### src/rtl/qdec_pkg.sv
package qdec_pkg;

    typedef struct packed {
        logic a;
        logic b;
    } phase_t;

    // Value equals the modular distance along the count-up Gray walk.
    typedef enum logic [1:0] {
        STEP_HOLD = 2'd0,
        STEP_UP   = 2'd1,
        STEP_BAD  = 2'd2,
        STEP_DOWN = 2'd3
    } step_e;

    typedef struct packed {
        logic inc;
        logic dec;
        logic idx;
        logic err;
    } strobe_t;

    // Position of a phase state on the walk 00 -> 10 -> 11 -> 01.
    function automatic logic [1:0] gray_pos(phase_t p);
        return {p.b, p.a ^ p.b};
    endfunction

    function automatic step_e classify(phase_t prv, phase_t cur);
        logic [1:0] d;
        d = gray_pos(cur) - gray_pos(prv);
        return step_e'(d);
    endfunction

endpackage

### src/rtl/ev_stage.sv
module ev_stage #(
    parameter int WIDTH = 8
) (
    input  logic             clk,
    input  logic             rst,
    input  logic [WIDTH-1:0] d,
    output logic [WIDTH-1:0] q
);
    always_ff @(posedge clk) begin
        if (rst) q <= '0;
        else     q <= d;
    end
endmodule

### src/rtl/qdec_index_match.sv
module qdec_index_match
    import qdec_pkg::*;
(
    input  logic       enable,
    input  phase_t     phase,
    input  logic       idx,
    input  logic [1:0] mode,
    output logic       qual
);
    always_comb begin
        qual = enable && idx && (phase.a == mode[1]) && (phase.b == mode[0]);
    end
endmodule

### src/rtl/qdec_core.sv
module qdec_core
    import qdec_pkg::*;
(
    input  logic       clk,
    input  logic       rst,
    input  logic       en,
    input  logic       idx_en,
    input  logic [1:0] idx_mode,
    input  logic       ph_a,
    input  logic       ph_b,
    input  logic       idx,
    output strobe_t    stb
);
    phase_t  cur;
    phase_t  prv_q;
    logic    armed_q;
    logic    qual;
    logic    qual_q;
    step_e   step;
    strobe_t stb_d;
    strobe_t stb_q;

    assign cur = {ph_a, ph_b};

    qdec_index_match u_match (
        .enable (en & idx_en),
        .phase  (cur),
        .idx    (idx),
        .mode   (idx_mode),
        .qual   (qual)
    );

    always_comb begin
        step  = classify(prv_q, cur);
        stb_d = '0;
        if (en && armed_q) begin
            stb_d.inc = (step == STEP_UP);
            stb_d.dec = (step == STEP_DOWN);
            stb_d.err = (step == STEP_BAD);
        end
        stb_d.idx = qual & ~qual_q;
    end

    always_ff @(posedge clk) begin
        if (rst) begin
            prv_q   <= '0;
            armed_q <= 1'b0;
            qual_q  <= 1'b0;
            stb_q   <= '0;
        end else begin
            prv_q   <= cur;
            armed_q <= en;
            qual_q  <= qual;
            stb_q   <= stb_d;
        end
    end

    assign stb = stb_q;

    // a count-up strobe follows a single-bit phase change
    a_r2_up_single_bit: assert property (@(posedge clk) disable iff (rst)
        stb_q.inc |-> ($countones(prv_q ^ $past(prv_q)) == 1));

    // a count-down strobe follows a single-bit phase change
    a_r3_dn_single_bit: assert property (@(posedge clk) disable iff (rst)
        stb_q.dec |-> ($countones(prv_q ^ $past(prv_q)) == 1));

    // an error excludes counting and follows a two-bit change
    a_r5_err_exclusive: assert property (@(posedge clk) disable iff (rst)
        stb_q.err |-> (!stb_q.inc && !stb_q.dec && (prv_q != $past(prv_q))));

    // the first enabled cycle only records the state
    a_r6_first_quiet: assert property (@(posedge clk) disable iff (rst)
        !armed_q |=> !(stb_q.inc || stb_q.dec || stb_q.err));

    // a disabled decoder stays silent
    a_r7_off_quiet: assert property (@(posedge clk) disable iff (rst)
        !en |=> (stb_q == '0));

    // the index strobe is one cycle wide
    a_r8_idx_one_cycle: assert property (@(posedge clk) disable iff (rst)
        stb_q.idx |=> !stb_q.idx);

endmodule

### src/rtl/quad_event_decoder.sv
module quad_event_decoder
    import qdec_pkg::*;
#(
    parameter int          NUM_CH     = 8,
    parameter logic [63:0] QD_CH_MASK = 64'h15
) (
    input  logic                  clk,
    input  logic                  rst,
    input  logic [NUM_CH-1:0]     ev_in,
    input  logic [NUM_CH-1:0]     cfg_qd_en,
    input  logic [NUM_CH-1:0]     cfg_idx_en,
    input  logic [2*NUM_CH-1:0]   cfg_idx_mode,
    output logic [NUM_CH-1:0]     ev_out,
    output logic [NUM_CH-1:0]     inc_stb,
    output logic [NUM_CH-1:0]     dec_stb,
    output logic [NUM_CH-1:0]     idx_stb,
    output logic [NUM_CH-1:0]     err_stb
);
    localparam int SPAN = 3;

    ev_stage #(.WIDTH(NUM_CH)) u_pass (
        .clk (clk),
        .rst (rst),
        .d   (ev_in),
        .q   (ev_out)
    );

    for (genvar c = 0; c < NUM_CH; c++) begin : g_ch
        if (QD_CH_MASK[c] && (c + SPAN <= NUM_CH)) begin : g_qd
            strobe_t s;
            qdec_core u_core (
                .clk      (clk),
                .rst      (rst),
                .en       (cfg_qd_en[c]),
                .idx_en   (cfg_idx_en[c]),
                .idx_mode (cfg_idx_mode[2*c +: 2]),
                .ph_a     (ev_in[c]),
                .ph_b     (ev_in[c+1]),
                .idx      (ev_in[c+2]),
                .stb      (s)
            );
            assign inc_stb[c] = s.inc;
            assign dec_stb[c] = s.dec;
            assign idx_stb[c] = s.idx;
            assign err_stb[c] = s.err;
        end else begin : g_plain
            // Decoder requests on this channel are accepted and discarded.
            logic discard;
            assign discard = (cfg_qd_en[c] | cfg_idx_en[c] | (|cfg_idx_mode[2*c +: 2])) & 1'b0;
            assign inc_stb[c] = discard;
            assign dec_stb[c] = discard;
            assign idx_stb[c] = discard;
            assign err_stb[c] = discard;
        end
    end

endmodule

### config.mk
export PLATFORM = sky130hd
export DESIGN_NAME = quad_event_decoder
export DESIGN_NICKNAME = d
export VERILOG_FILES = /design/src/rtl/qdec_pkg.sv /design/src/rtl/ev_stage.sv /design/src/rtl/qdec_index_match.sv /design/src/rtl/qdec_core.sv /design/src/rtl/quad_event_decoder.sv
export SDC_FILE = /design/constraint.sdc
export NUM_CORES = 1
export LEC_CHECK = 0
export ABC_CLOCK_PERIOD_IN_PS = 1500
export CAP_MARGIN = 20
export CORE_UTILIZATION = 35
export DETAILED_ROUTE_END_ITERATION = 16
export DONT_BUFFER_PORTS = 1
export GPL_TIMING_DRIVEN = 0
export PLACE_DENSITY_LB_ADDON = 0.05
export SLEW_MARGIN = 20
export SYNTH_ARGS = -nofsm -noshare
export SYNTH_HDL_FRONTEND = slang
export SYNTH_SLANG_ARGS = --single-unit
### constraint.sdc
create_clock -name clk -period 1.5 [get_ports clk]
set_input_delay 0.15 -clock clk [delete_from_list [all_inputs] [get_ports clk]]
set_output_delay 0.15 -clock clk [all_outputs]
set_load 0.01 [all_outputs]
* Word-level counts from Yosys, hierarchy flattened *
Cells that the tools add are included.

word-level totals
  flip-flop bits (word level) = 32
  latch bits = 0
  memory bits (writable) = 0
  bits in read-only memories = 0
  input bits = 42
  output and inout port bits = 40
  word-level logic and storage cells = 76
  memories = 0

operators by class
  $add $sub $neg = 3
  multipliers = 0
  div/mod/pow operators = 0
  magnitude comparators = 0
  eq/ne operators = 15
  shift operators = 0
  mux-type cells = 0
  bitwise gates (word level) = 18
  reductions and logical operators = 15

operators by type and width
  cell                  count
  $eq A2 B2 Y1 const B  6
  $logic_and A1 B1 Y1   12
  $and A1 B1 Y1         6
  $eq A1 B1 Y1          6
  $eq A2 B1 Y1 const B  3
  $not A1 Y1            6
  $reduce_or A2 Y1      3
  $sub A2 B2 Y2         3
  $xor A1 B1 Y1         6

* Longest topological paths before layout *
Gate-level depths: netlist (run 1).

  depth after elaboration = 5
  gate-level depth with buffers = 4
  gate-level depth less buffers = 4

* Cells and area by module *
A second synthesis (run 1) with hierarchy kept.

unflattened totals
  cells, all modules = 115
  area, all modules = 1,321.3 um^2

modules (own cells, without submodules)
  module              times used  cells each  area an instance (um^2)  sequential area each (um^2)
  qdec_core           3           22          287.8                    160.2
  ev_stage            1           16          210.2                    160.2
  quad_event_decoder  1           21          153.9                    0.0
  qdec_index_match    3           4           31.3                     0.0

* Worst setup path after synthesis (run 1) *
No wires, ideal clock.

  kind = register -> register
  start point = register u_pass.q[5] (netlist name)
  end point = register g_ch[4].g_qd.u_core.stb_q (netlist bit g_ch[4].g_qd.u_core.stb[0])
  setup time = 0.116 ns
  arrival time = 1.142 ns
  required time = 1.384 ns
  path slack = 0.242 ns
  cell stages (with the launch flop) = 5
  path buffers = 0
  clock period less this slack = 1.258 ns
  cells stage by stage = dfxtp_1 xor2_1 ha_1 xor3_1 and4_1

RTL lines
  element               line             source
  end signal, assigned  qdec_core.sv:54  stb_q <= stb_d;
  end, declared         qdec_core.sv:21  strobe_t stb_q;

==> flow_summary.ini, run 1 <==
[layout]
n_antenna_cell = 0
final_nets = 180
drive_above_1_share_pct = 20.3
area_growth_pct = 24.8

[logic_synthesis]
synth_edf_count = 0
synth.most_common_cell = dfxtp_1
async_flop_share_pct = 0
yosysTopAreaCell = dfxtp_1
ys_seq_area_share_pct = 46.3
ys_top_cells_by_count = 26 x dfxtp_1, 20 x buf_4, 10 x nor2b_1
synth_warnings = 0
syn_inst = 98
synth_seq_cells = 26
synth-main-ff-cell = dfxtp_1
synth_cell_types = 16
yosys-top-cells-area = dfxtp_1 46%, buf_4 13%, xor2_1 7.0%
netlist_area_um2 = 1120
synth.avg_cell_area_um2 = 11.5
synth_top_area_share_pct = 46.3

[critical_path]
critPathKind = flip-flop to flip-flop
critPathLaunchType = flip-flop
crit_arrival_ps = 1590
reg2reg_to = g_ch[4].g_qd.u_core.stb[0]$_SDFF_PP0_
worstReg2RegStart = u_pass.q[5]$_SDFF_PP0_
end_kind = flip-flop
r2r_cells = 4
cp_max_fo = 3
r2r_slack_ps = 130
cp.required_ps = 1720

[route]
first_pass_iters = 3
num_vias = 717
dr.first_iter.drc_count = 10
wl_per_cell_um = 11.3
drcViolationCount = 0
viasPerCell = 4.05
finalWirelength_um = 2000
ant_nets = 0

[placed_design]
dpl.hpwl_um = 1470
io_buffers = 0
place_congestion = 0.708

[floorplan]
rows = 20
dieWidth_um = 58.7
num_io_pins = 82
die_h_um = 58.7
core_um2 = 3050
start_util_pct = 36.8
die-area_um2 = 3440

[timing]
rsz0062_at_grt = no
maxSlewHeadroom_pct = 65.5
setup_viol = 0
hold_violations = 0
max_freq_mhz = 732
setup_total_negative_slack_ps = 0
worstMarginPinSlew_ps = 517
skew_ps = 5.30
finalCritPeriodShare_pct = 91.1
finalCriticalPeriod_ps = 1370
maxSlewViolCount = 0

[grt]
antenna_found_initial = 0
grt_overflow_total = 0
grt_first_pass_wirelength_um = 3080
grt_max_degree = 14
grt_pass1_vias = 698
grt_use_total_pct = 12.3

[power_and_ir_drop]
irDropWorstVdd_mv = 0.319
p_leak_uw = 0.000623
powerDensity_nw_per_um2 = 881
total_power_uw = 1240

[clock_network]
cts_max_level = 1
numCtsBuffers = 3
clk_latency_ps = 310
root_buffer = clkbuf_4
clkSinkCount = 26
clk_path_buf_depth = 2
cts.clk_slew.worst_paths_ps = 130
cts_tree = yes

[hold_path]
hold_path.class = primary input to flip-flop
hold_depth = 2
hp-start = cfg_idx_en[2]
hold_end = g_ch[2].g_qd.u_core.stb[1]$_SDFF_PP0_

[run_status]
status = complete, no violations

[flow_run]
maxCapViolCount = 0
==> worst max-delay path by stage <==
stage | start | to | slack (ps) | cells after the start
after floorplan | u_pass.q[5]$_SDFF_PP0_ | g_ch[4].g_qd.u_core.stb[0]$_SDFF_PP0_ | 240 | 4
after global placement | u_pass.q[5]$_SDFF_PP0_ | g_ch[4].g_qd.u_core.stb[0]$_SDFF_PP0_ | 140 | 4
after detailed placement | u_pass.q[5]$_SDFF_PP0_ | g_ch[4].g_qd.u_core.stb[0]$_SDFF_PP0_ | 140 | 4
after CTS | u_pass.q[5]$_SDFF_PP0_ | g_ch[4].g_qd.u_core.stb[0]$_SDFF_PP0_ | 120 | 4
after global routing | u_pass.q[5]$_SDFF_PP0_ | g_ch[4].g_qd.u_core.stb[0]$_SDFF_PP0_ | 70 | 4
final | u_pass.q[5]$_SDFF_PP0_ | g_ch[4].g_qd.u_core.stb[0]$_SDFF_PP0_ | 130 | 4
==> flip-flops by register name, summed over array words and instances (netlist names) <==
name / count
g_ch.g_qd.u_core.qual_q: 3
u_pass.q: 8
g_ch.g_qd.u_core.armed_q: 3
g_ch.g_qd.u_core.stb: 12
==> power by group <==
group	switching (µW)	leakage [µW]	internal (µW)
registers	22.2	0.000213	713
logic	88.9	0.000396	127
clock network	192	0.0000138	93.7
==> cells by family (layout without fill, tap and decap cells) <==
family | Yosys count | in the layout | synth area share, %
and+or+nand+nor | 32 | 32 | 20.7
buffers and inverters | 21 | 37 | 13.7
xor gates and xnor gates | 15 | 15 | 15.7
DFF | 26 | 26 | 46.3
other | 1 | 20 | 0.333
adders and majority gates | 3 | 3 | 3.34
==> worst max-delay path, stage by stage, from the launching register on <==
cell	delay (ps)
dfxtp_1	460
xor2_1	180
ha_1	170
xor3_1	260
and4_1	220
==> metrics by stage <==
stage	instances	utilization [%]	hold slack, ps	area [µm²]	worst slack [ps]
finish	177	46.0	19.5	1400	133
global route	177	46.0	1.61	1400	74.8
CTS	176	45.7	3.08	1390	118
detailed placement	161	41.0	239	1250	138
global placement	161	41.0	238	1250	144
floorplan	117	-	229	1200	242
==> per-layer routing <==
metal  share of wire, %  GRT usage (%)
met2                 48           20.4
met1                 42           13.6
met5                  0              0
met4               0.95           6.46
met3                9.2           4.84
==> cell type report <==
class | instances | area, µm²
multi-input cells | 70 | 522
flip-flops and latches | 26 | 520
clock buffers | 3 | 22.5
repair buffers | 13 | 130
plain buffers | 21 | 154
well taps | 44 | 55.1
fillers | 314 | 1650
==> placed cells by master (no fill, tap or decap) <==
cell,n
xor2_1,9
xor3_1,3
clkbuf_1,1
nor2b_2,1
nor3b_2,3
nand3b_1,3
ha_1,3
clkbuf_4,3
dlygate4sd3_1,13
and4_1,3
dfxtp_1,26
nor3_1,6
conb_1,20
nor2b_1,10
xnor2_1,3
nor4_1,3
nand4b_1,3
buf_4,20
==> timing repair <==
action	in CTS	in global routing
resized for setup	0	0
buffers inserted	0	0
hold endpoints to repair	13	3
hold buffers	12	1
No activity file was read; power rests on OpenSTA's default activity.
==> run 2, diff against run 1 <==
==> constraint.sdc (replaced) <==
create_clock -name clk -period 1.5 [get_ports clk]
set_input_delay 0.3 -clock clk [delete_from_list [all_inputs] [get_ports clk]]
set_output_delay 0.3 -clock clk [all_outputs]
set_load 0.01 [all_outputs]
==> run 2 against run 1 <==
Net effect:
- sequential power is essentially flat
- setup slack gained 0.70 ps
- register-to-register slack is essentially flat
- critical path type unchanged
- critical endpoint unchanged
==> flow_summary.ini, run 2 (synthesis gave the netlist of run 1 again) <==
[clock_network]
numCtsBuffers = 3
cts.clk_slew.worst_paths_ps = 130
cts_max_level = 1
ctsResizeCount = 0
root_buffer = clkbuf_4
cts_tree = yes
postCtsSetupBuffers = 0
ctsHoldBuffers = 0
clkSinkCount = 26
clk_latency_ps = 310
clk_path_buf_depth = 2

[floorplan]
core_um2 = 3050
dieWidth_um = 58.7
start_util_pct = 36.8
die_h_um = 58.7
num_io_pins = 82
die-area_um2 = 3440
rows = 20

[route]
drcViolationCount = 0
finalWirelength_um = 1820
viasPerCell = 4.04
wl_per_cell_um = 11.1
ant_nets = 0
num_vias = 663
dr.first_iter.drc_count = 8
first_pass_iters = 3

[timing]
setup_viol = 0
fin_ws_ps = 134
hold_violations = 0
finalCritPeriodShare_pct = 91.1
maxSlewViolCount = 0
max_freq_mhz = 732
finalCriticalPeriod_ps = 1370
rsz0062_at_grt = no
setup_total_negative_slack_ps = 0
skew_ps = 4.31

[layout]
final_common_cell = dfxtp_1
drive_above_1_share_pct = 22.5
fillers = 320
final_core_util_pct = 41.7
final_cell_mix = 26 x dfxtp_1, 20 x buf_4, 20 x conb_1
final_nets = 167
n_antenna_cell = 0
area_growth_pct = 13.2
largest_register_ffs = 12

[power_and_ir_drop]
p_clk_share_pct = 23.6
p_comb_share_pct = 15.5
p_int_uw = 912
p_leak_uw = 0.000567
seqPwrFrac_pct = 60.9
irDropWorstVdd_mv = 0.315
power.switching_uw = 295
sw_frac_of_total_pct = 24.4
powerDensity_nw_per_um2 = 948

[grt]
grt_pass1_vias = 631
grt_overflow_total = 0
grt_max_degree = 14
grt_use_total_pct = 11.2
antenna_found_initial = 0
grt_first_pass_wirelength_um = 2790

[flow_run]
maxCapViolCount = 0

[critical_path]
crit_arrival_ps = 1590
max_stage_delay_ps = 460
end_kind = flip-flop
critPathLaunchType = flip-flop
critPathKind = flip-flop to flip-flop
crit_path_top_delay_cell = dfxtp_1
cp_cell_sequence = xor2_1 > ha_1 > xor3_1 > and4_1
cp.required_ps = 1720
cp_max_fo = 3

[placed_design]
place_ws_ps = 138
dpl.hpwl_um = 1470
io_buffers = 0
place_congestion = 0.708

[run_status]
status = complete, no violations

[hold_path]
hold_path.class = primary input to flip-flop
-- run 2: through the flow --
| stage | area [µm²] | power [µW] | hold slack [ps] | std cells |
|---|---|---|---|---|
| 6_report | 1270 | 1210 | 51.4 | 164 |
| 5_1_grt | 1270 | 1290 | 12.8 | 164 |
| 4_1_cts | 1270 | 1230 | 36.6 | 164 |
| 3_5_place_dp | 1250 | 938 | 383 | 161 |
| 3_3_place_gp | 1250 | 936 | 377 | 161 |
| 2_1_floorplan | 1200 | 917 | 375 | 117 |
-- run 2: layer usage --
metal  routed length (µm)  track usage, %  vias to the layer above
met5                    0               0                        -
met4                   23            6.46                        0
met3                  187            5.27                        4
met2                  851            17.1                       33
met1                  753            12.8                      291
li1                     -               -                      335
-- run 2: final timing paths --
path,start,endpoint,slack (ps),cells past startpoint
hold reg to reg,g_ch[2].g_qd.u_core.qual_q$_SDFF_PP0_,g_ch[2].g_qd.u_core.stb[1]$_SDFF_PP0_,400,1
setup reg to reg,u_pass.q[5]$_SDFF_PP0_,g_ch[4].g_qd.u_core.stb[0]$_SDFF_PP0_,130,4
setup / recovery,u_pass.q[5]$_SDFF_PP0_,g_ch[4].g_qd.u_core.stb[0]$_SDFF_PP0_,130,4
hold / removal,rst,g_ch[4].g_qd.u_core.armed_q$_SDFF_PP0_,50,1
-- run 2: power by group through the flow --
stage / combinational [µW] / sequential, µW / clock (µW)
4_1_cts: 187 / 737 / 306
5_1_grt: 208 / 739 / 346
2_1_floorplan: 169 / 748 / 0
3_5_place_dp: 187 / 752 / 0
3_3_place_gp: 184 / 752 / 0
6_report: 187 / 736 / 285
-- run 2: critical path, delay by kind of cell, from the launching register on --
kind | cells | cell delay, ps
DFF | 1 | 460
and+or+nand+nor | 1 | 220
xor gates and xnor gates | 2 | 440
adders and majority gates | 1 | 170
-- run 2: cell type report --
class | count | area [µm²] | share of cell area [%]
clock buffers | 3 | 22.5 | 1.77
well taps | 44 | 55.1 | 4.32
multi-input cells | 70 | 522 | 41.0
plain buffers | 21 | 154 | 12.1
flip-flops and latches | 26 | 520 | 40.9
